### src/rtl/dsm_pkg.sv
package dsm_pkg;
   typedef enum logic [1:0] {
      ORD_FIRST  = 2'b00,
      ORD_SECOND = 2'b01,
      ORD_THIRD  = 2'b10,
      ORD_THIRD_OFFDC = 2'b11
   } dsm_order_e;

   localparam int unsigned HIST_TAPS = 3;
endpackage

### src/rtl/dsm_err_history.sv
module dsm_err_history #(
   parameter int unsigned EW   = 27,
   parameter int unsigned TAPS = 3
) (
   input  logic                     clk,
   input  logic                     rst_n,
   input  logic                     clear,
   input  logic                     shift,
   input  logic [EW-1:0]            err_in,
   output logic [TAPS-1:0][EW-1:0]  taps_o
);
   for (genvar t = 0; t < TAPS; t++) begin : g_tap
      logic [EW-1:0] src;
      if (t == 0) begin : g_head
         assign src = err_in;
      end else begin : g_body
         assign src = taps_o[t-1];
      end
      always_ff @(posedge clk) begin
         if (!rst_n || clear) begin
            taps_o[t] <= '0;
         end else if (shift) begin
            taps_o[t] <= src;
         end
      end
   end
endmodule

### src/rtl/dsm_noise_filter.sv
module dsm_noise_filter
   import dsm_pkg::*;
#(
   parameter int unsigned FW     = 24,
   parameter int unsigned EW     = 27,
   parameter int unsigned VW     = 31,
   parameter bit          OFFDC_EN = 1'b1
) (
   input  logic [FW-1:0]        frac,
   input  dsm_order_e           order,
   input  logic [EW-1:0]        e1,
   input  logic [EW-1:0]        e2,
   input  logic [EW-1:0]        e3,
   output logic signed [VW-1:0] loop_v
);
   logic signed [VW-1:0] xs, s1, s2, s3, third_cascade, third_offdc;

   always_comb begin
      xs = VW'(frac);
      s1 = VW'($signed(e1));
      s2 = VW'($signed(e2));
      s3 = VW'($signed(e3));
      third_cascade = xs + (s1 <<< 1) + s1 - (s2 <<< 1) - s2 + s3;
   end

   if (OFFDC_EN) begin : g_offdc
      always_comb third_offdc = xs + (s1 <<< 1) + (s1 >>> 1) - (s2 <<< 1) + (s3 >>> 1);
   end else begin : g_no_offdc
      always_comb third_offdc = third_cascade;
   end

   always_comb begin
      unique case (order)
         ORD_FIRST:  loop_v = xs + s1;
         ORD_SECOND: loop_v = xs + (s1 <<< 1) - s2;
         ORD_THIRD:  loop_v = third_cascade;
         default:    loop_v = third_offdc;
      endcase
   end
endmodule

### src/rtl/dsm_quant_clamp.sv
module dsm_quant_clamp #(
   parameter int unsigned FW = 24,
   parameter int unsigned EW = 27,
   parameter int unsigned VW = 31,
   parameter int unsigned OW = 4
) (
   input  logic signed [VW-1:0] loop_v,
   input  logic [OW-1:0]        lim_hi,
   input  logic [OW-1:0]        lim_lo,
   output logic [OW-1:0]        decision,
   output logic [EW-1:0]        err_sat
);
   localparam logic signed [VW-1:0] HALF = VW'(1) <<< (FW - 1);
   localparam logic signed [VW-1:0] EMAX = (VW'(1) <<< (EW - 1)) - VW'(1);
   localparam logic signed [VW-1:0] EMIN = -(VW'(1) <<< (EW - 1));

   logic signed [VW-1:0] raw, hi_w, lo_w, y_w, err_w;

   always_comb begin
      raw  = (loop_v + HALF) >>> FW;
      hi_w = VW'($signed(lim_hi));
      lo_w = VW'($signed(lim_lo));
      if (raw > hi_w) begin
         y_w = hi_w;
      end else if (raw < lo_w) begin
         y_w = lo_w;
      end else begin
         y_w = raw;
      end
      err_w = loop_v - (y_w <<< FW);
      if (err_w > EMAX) begin
         err_sat = EW'(EMAX);
      end else if (err_w < EMIN) begin
         err_sat = EW'(EMIN);
      end else begin
         err_sat = EW'(err_w);
      end
      decision = OW'(y_w);
   end
endmodule

### src/rtl/dsm_frac_mod.sv
module dsm_frac_mod
   import dsm_pkg::*;
#(
   parameter int unsigned FRAC_W   = 24,
   parameter int unsigned OUT_W    = 4,
   parameter int unsigned GUARD_W  = 2,
   parameter bit          OFFDC_EN = 1'b1
) (
   input  logic              clk,
   input  logic              rst_n,
   input  logic              enable,
   input  logic [FRAC_W-1:0] frac_in,
   input  logic [1:0]        order_sel,
   input  logic [OUT_W-1:0]  lim_hi,
   input  logic [OUT_W-1:0]  lim_lo,
   output logic [OUT_W-1:0]  offset_out,
   output logic              offset_valid
);
   localparam int unsigned ERR_W  = FRAC_W + GUARD_W + 1;
   localparam int unsigned LOOP_W = ERR_W + 4;

   if (FRAC_W < 8 || FRAC_W > 40) begin : g_bad_frac
      $error("dsm_frac_mod: FRAC_W out of range");
   end
   if (OUT_W < 3 || OUT_W > 8) begin : g_bad_out
      $error("dsm_frac_mod: OUT_W out of range");
   end
   if (GUARD_W < 1 || GUARD_W > 6) begin : g_bad_guard
      $error("dsm_frac_mod: GUARD_W out of range");
   end

   dsm_order_e                           order_act;
   logic                                 order_switch;
   logic [HIST_TAPS-1:0][ERR_W-1:0]      hist;
   logic signed [LOOP_W-1:0]             loop_v;
   logic [OUT_W-1:0]                     decision;
   logic [ERR_W-1:0]                     err_new;

   assign order_switch = (order_sel != order_act);

   dsm_err_history #(.EW(ERR_W), .TAPS(HIST_TAPS)) u_hist (
      .clk    (clk),
      .rst_n  (rst_n),
      .clear  (order_switch),
      .shift  (enable && !order_switch),
      .err_in (err_new),
      .taps_o (hist)
   );

   dsm_noise_filter #(.FW(FRAC_W), .EW(ERR_W), .VW(LOOP_W), .OFFDC_EN(OFFDC_EN)) u_filt (
      .frac   (frac_in),
      .order  (order_act),
      .e1     (hist[0]),
      .e2     (hist[1]),
      .e3     (hist[2]),
      .loop_v (loop_v)
   );

   dsm_quant_clamp #(.FW(FRAC_W), .EW(ERR_W), .VW(LOOP_W), .OW(OUT_W)) u_quant (
      .loop_v   (loop_v),
      .lim_hi   (lim_hi),
      .lim_lo   (lim_lo),
      .decision (decision),
      .err_sat  (err_new)
   );

   always_ff @(posedge clk) begin
      if (!rst_n) begin
         order_act    <= ORD_FIRST;
         offset_out   <= '0;
         offset_valid <= 1'b0;
      end else if (order_switch) begin
         order_act    <= dsm_order_e'(order_sel);
         offset_out   <= '0;
         offset_valid <= 1'b0;
      end else if (enable) begin
         offset_out   <= decision;
         offset_valid <= 1'b1;
      end else begin
         offset_valid <= 1'b0;
      end
   end
endmodule

### config.mk
export PLATFORM = sky130hd
export DESIGN_NAME = dsm_frac_mod
export DESIGN_NICKNAME = d
export VERILOG_FILES = /design/src/rtl/dsm_pkg.sv /design/src/rtl/dsm_err_history.sv /design/src/rtl/dsm_noise_filter.sv /design/src/rtl/dsm_quant_clamp.sv /design/src/rtl/dsm_frac_mod.sv
export SDC_FILE = /design/constraint.sdc
export NUM_CORES = 1
export LEC_CHECK = 0
export BUFFER_PORTS_ARGS = -buffer_cell sky130_fd_sc_hd__buf_2
export CAP_MARGIN = 20
export CORE_MARGIN = 4
export CORE_UTILIZATION = 30
export DETAILED_ROUTE_END_ITERATION = 8
export PLACE_DENSITY_LB_ADDON = 0.15
export SYNTH_ARGS = -nofsm -noshare
export SYNTH_HDL_FRONTEND = slang
export SYNTH_HIERARCHICAL = 1
export SYNTH_SLANG_ARGS = --single-unit
export TNS_END_PERCENT = 10
### constraint.sdc
create_clock -name clk -period 10.8 [get_ports clk]
set_input_delay 0.54 -clock clk [delete_from_list [all_inputs] [get_ports clk]]
set_output_delay 0.54 -clock clk [all_outputs]
set_load 0.02 [all_outputs]
==> results.toml <==
[outcome]
run_status = "finished, final reports clean"

[clock_tree]
clk_transition_reported_paths_ns = 0.08
clock_sink_count = 88
cts-root-to-sink-buffers = 2
post_cts.repair.setup_buffers = 0
tritoncts_clock_tree = "built"
numCtsBuffers = 9
clock_latency_reported_for_the_late_side_of_the_worst_skew_pair_ns = 0.39
htreeDepth = 3
cts_root_buffer = "sky130_fd_sc_hd__clkbuf_16"

[timing]
count_of_final_max_slew_check_failures = 0
finalCritPeriodShare = 0.938
final-setup-viol-count = 0
fin_tns_setup_ns = 0
finalWorstPathRequiredPeriod_ns = 10.13
finalClockSkew_ns = 0.0112
finalHoldViolCount = 0
finalWorstSetupSlack_ns = 0.667
tightest_slew_ns = 0.965
fmaxAchievable_mhz = 98.7
worst_slew_margin_rel = 0.356
grt_setup_unrepaired = "false"

[global_routing]
grt_most_used_layer = "met2"
vias_in_the_first_global_route = 13440
met1_usage = 0.254
grt_met3_usage = 0.0229
wire_length_of_the_first_global_routing_pass_mm = 79.3
grt.met2_usage = 0.297
antenna_violations_before_repair = 0
grt_overflow = 0
groute.usage.overall = 0.179
grt_max_degree = 82

[synthesis]
synth_flop_cell = "sky130_fd_sc_hd__dfxtp_1"
seq_area_frac_synth = 0.112
synth.cell_area_sq_um = 15700
synth_edf_count = 0
synth.yosys.warnings = 6
synth_cell_type_count = 92
ys_seq_elements = 88
synth_area_per_cell_sq_um = 8.45
mapped_nets = 2188
syn_inst = 1855
asyncSetResetFlopFracSynth = 0

[floorplan]
die_h_um = 237
floorplan.die_area_sq_um = 56000
core_sq_um = 51500
width_of_the_die_um = 237
ios = 42
initial_core_utilization = 0.304
row_count = 83

[run]
maxCapViolCount = 0

[routing]
detail_route.wl_per_cell_um = 19.4
vias_per_cell = 5.16
post-route-drc-count = 0
drt-initial-drc-count = 913
antenna_violating_nets_post_route = 0
drt_pre_antenna_iters = 5
via_count = 13278
routed_wl_mm = 50.1

[hold_path]
worst_hold_path_stage_count = 2
worstHoldPathType = "input pin to flop"
hold_start = "order_sel[0]"
worstHoldEndpoint = "order_act[0]$_SDFFE_PN0P_"

[place]
dp_worst_setup_slack_ns = 0.0560
numPortBuffers = 41
dpl_cell_area_sq_um = 16700
dp_hpwl_mm = 41.1
place_congestion = 0.885

[pwr]
cellInternalPower_uw = 2410
pwr-share-comb = 0.861
power.share.clock = 0.068
part_of_the_total_power_dissipated_in_sequential_elements = 0.071
power.net_switching_uw = 2730
leakagePower_uw = 0.00735
worst_ir_drop_vdd_mv = 0.397
power-per-cell-area_nw_per_um2 = 301
power.switching_fraction = 0.531
total_power_uw = 5150

[setup_path]
end_kind = "flop"
critical_path_class = "flop to flop"
critPathMaxStageDelay_ns = 0.48
cp.required_ns = 11.13
timing.critical_path.arrival_ns = 10.47
critical_path_peak_fanout = 26
reg2regPathDepth = 45
worst_path_most_repeated_cell = "sky130_fd_sc_hd__a21oi_1"
r2r_end = "u_hist/g_tap[1].src[9]$_SDFFE_PP0P_"
critical-path-slowest-cell = "sky130_fd_sc_hd__fa_1"
worst_setup_path_start_kind = "flop"
r2r_setup_slack_ns = 0.67
worstReg2RegStart = "u_hist/g_tap[1].src[0]$_SDFFE_PP0P_"

[layout]
layout_cells_sized_above_1 = 0.0850
insertedDiodeCount = 0
post-route-cell-area_sq_um = 17100
synthToLayoutAreaGrowth_pct = 9.09
layout.nets = 2223
most-common-layout-cells = "282 x sky130_fd_sc_hd__inv_1, 163 x sky130_fd_sc_hd__nor2_1, 154 x sky130_fd_sc_hd__ha_1"
layout_commonest_cell = "sky130_fd_sc_hd__inv_1"
num-fill-cells = 5540
[power by group through the flow]
stage                     clock network, uW  registers (uW)  logic, uW
after floorplan                           0             361       3190
after global placement                    0             372       4300
after detailed placement                  0             372       4330
after CTS                               373             364       4350
after global routing                    380             367       4840
final                                   352             364       4430
[cells by family (layout without fill, tap and decap cells)]
| logic type | count (synthesis) | count (layout) | synth area share |
|---|---|---|---|
| adder cells (fa/ha/maj) | 298 | 298 | 0.306 |
| buffers and inverters | 333 | 372 | 0.0881 |
| AO/OA/AOI/OAI | 454 | 454 | 0.203 |
| flip-flops | 88 | 88 | 0.112 |
| AND/OR/NAND/NOR | 445 | 445 | 0.137 |
| multiplexers | 110 | 110 | 0.0831 |
| XOR/XNOR | 127 | 127 | 0.0709 |
[worst max path at each step]
| stage | slack, ns | from | depth (start not counted) | to |
|---|---|---|---|---|
| 5_1_grt | 0.01 | u_hist/g_tap[1].src[0]$_SDFFE_PP0P_ | 47 | u_hist/g_tap[1].src[12]$_SDFFE_PP0P_ |
| 3_5_place_dp | 0.06 | frac_in[1] | 47 | u_hist/g_tap[1].src[10]$_SDFFE_PP0P_ |
| 4_1_cts | 0.26 | u_hist/g_tap[1].src[0]$_SDFFE_PP0P_ | 46 | u_hist/g_tap[1].src[5]$_SDFFE_PP0P_ |
| 3_3_place_gp | 0.04 | frac_in[1] | 47 | u_hist/g_tap[1].src[9]$_SDFFE_PP0P_ |
| 2_1_floorplan | 1.18 | frac_in[1] | 46 | u_hist/g_tap[1].src[10]$_SDFFE_PP0P_ |
| 6_report | 0.67 | u_hist/g_tap[1].src[0]$_SDFFE_PP0P_ | 45 | u_hist/g_tap[1].src[9]$_SDFFE_PP0P_ |
[area by class of cell]
type                    instances  area [sq um]  share of cell area
flip-flops and latches         88          1760               0.103
multi-input cells            1434         12600               0.739
inverters                     284          1070              0.0623
clock inverters                 4          53.8             0.00315
repair buffers                 73           478              0.0279
clock buffers                  11           253              0.0148
well taps                     680           851              0.0497
[per-stage QoR]
stage / hold WS (ns) / cells / utilization
after floorplan: 0.460 / 1855 / -
after global placement: 0.481 / 2558 / 0.324
after detailed placement: 0.489 / 2558 / 0.324
after CTS: 0.351 / 2573 / 0.330
after global routing: 0.369 / 2574 / 0.332
final: 0.379 / 2574 / 0.332
[sequential cells by signal (all words and copies together), names as in the netlist]
signal and count:
order_act 2, u_hist/taps_o 27, offset_out 4, u_hist/g_tap.src 54, offset_valid 1
[routing by layer]
| layer | up-vias | share of wire |
|---|---|---|
| li1 | 6466 | - |
| met1 | 6558 | 0.49 |
| met2 | 232 | 0.47 |
| met3 | 22 | 0.031 |
| met4 | 0 | 0.0090 |
| met5 | - | 0 |
[critical path, delay by kind of cell (launching register included)]
kind | cells | cell delay [ns]
flip-flops | 1 | 0.38
AO/OA/AOI/OAI | 21 | 4.62
AND/OR/NAND/NOR | 10 | 1.43
multiplexers | 2 | 0.23
adder cells (fa/ha/maj) | 6 | 2.08
XOR/XNOR | 3 | 0.67
buffers and inverters | 3 | 0.62
[cells in the mapped netlist, types with 33 or more instances]
library cell,instances,share of area
sky130_fd_sc_hd__inv_1,282,0.068
sky130_fd_sc_hd__nor2_1,163,0.039
sky130_fd_sc_hd__ha_1,154,0.12
sky130_fd_sc_hd__fa_1,142,0.18
sky130_fd_sc_hd__a21oi_1,120,0.038
sky130_fd_sc_hd__mux2i_1,92,0.059
sky130_fd_sc_hd__dfxtp_1,88,0.11
sky130_fd_sc_hd__nand2_1,88,0.021
sky130_fd_sc_hd__xnor2_1,86,0.048
sky130_fd_sc_hd__a21o_1,64,0.031
sky130_fd_sc_hd__o21ai_0,62,0.020
sky130_fd_sc_hd__o21a_1,47,0.023
sky130_fd_sc_hd__nand3_1,41,0.013
sky130_fd_sc_hd__xor2_1,41,0.023
sky130_fd_sc_hd__nor3_1,33,0.011
[repair_timing]
| item | CTS | global route |
|---|---|---|
| hold buffers | 0 | 0 |
| setup endpoints to repair | 0 | 26 |
| gates resized for setup | 0 | 15 |
No activity file was read; power rests on OpenSTA's default activity.
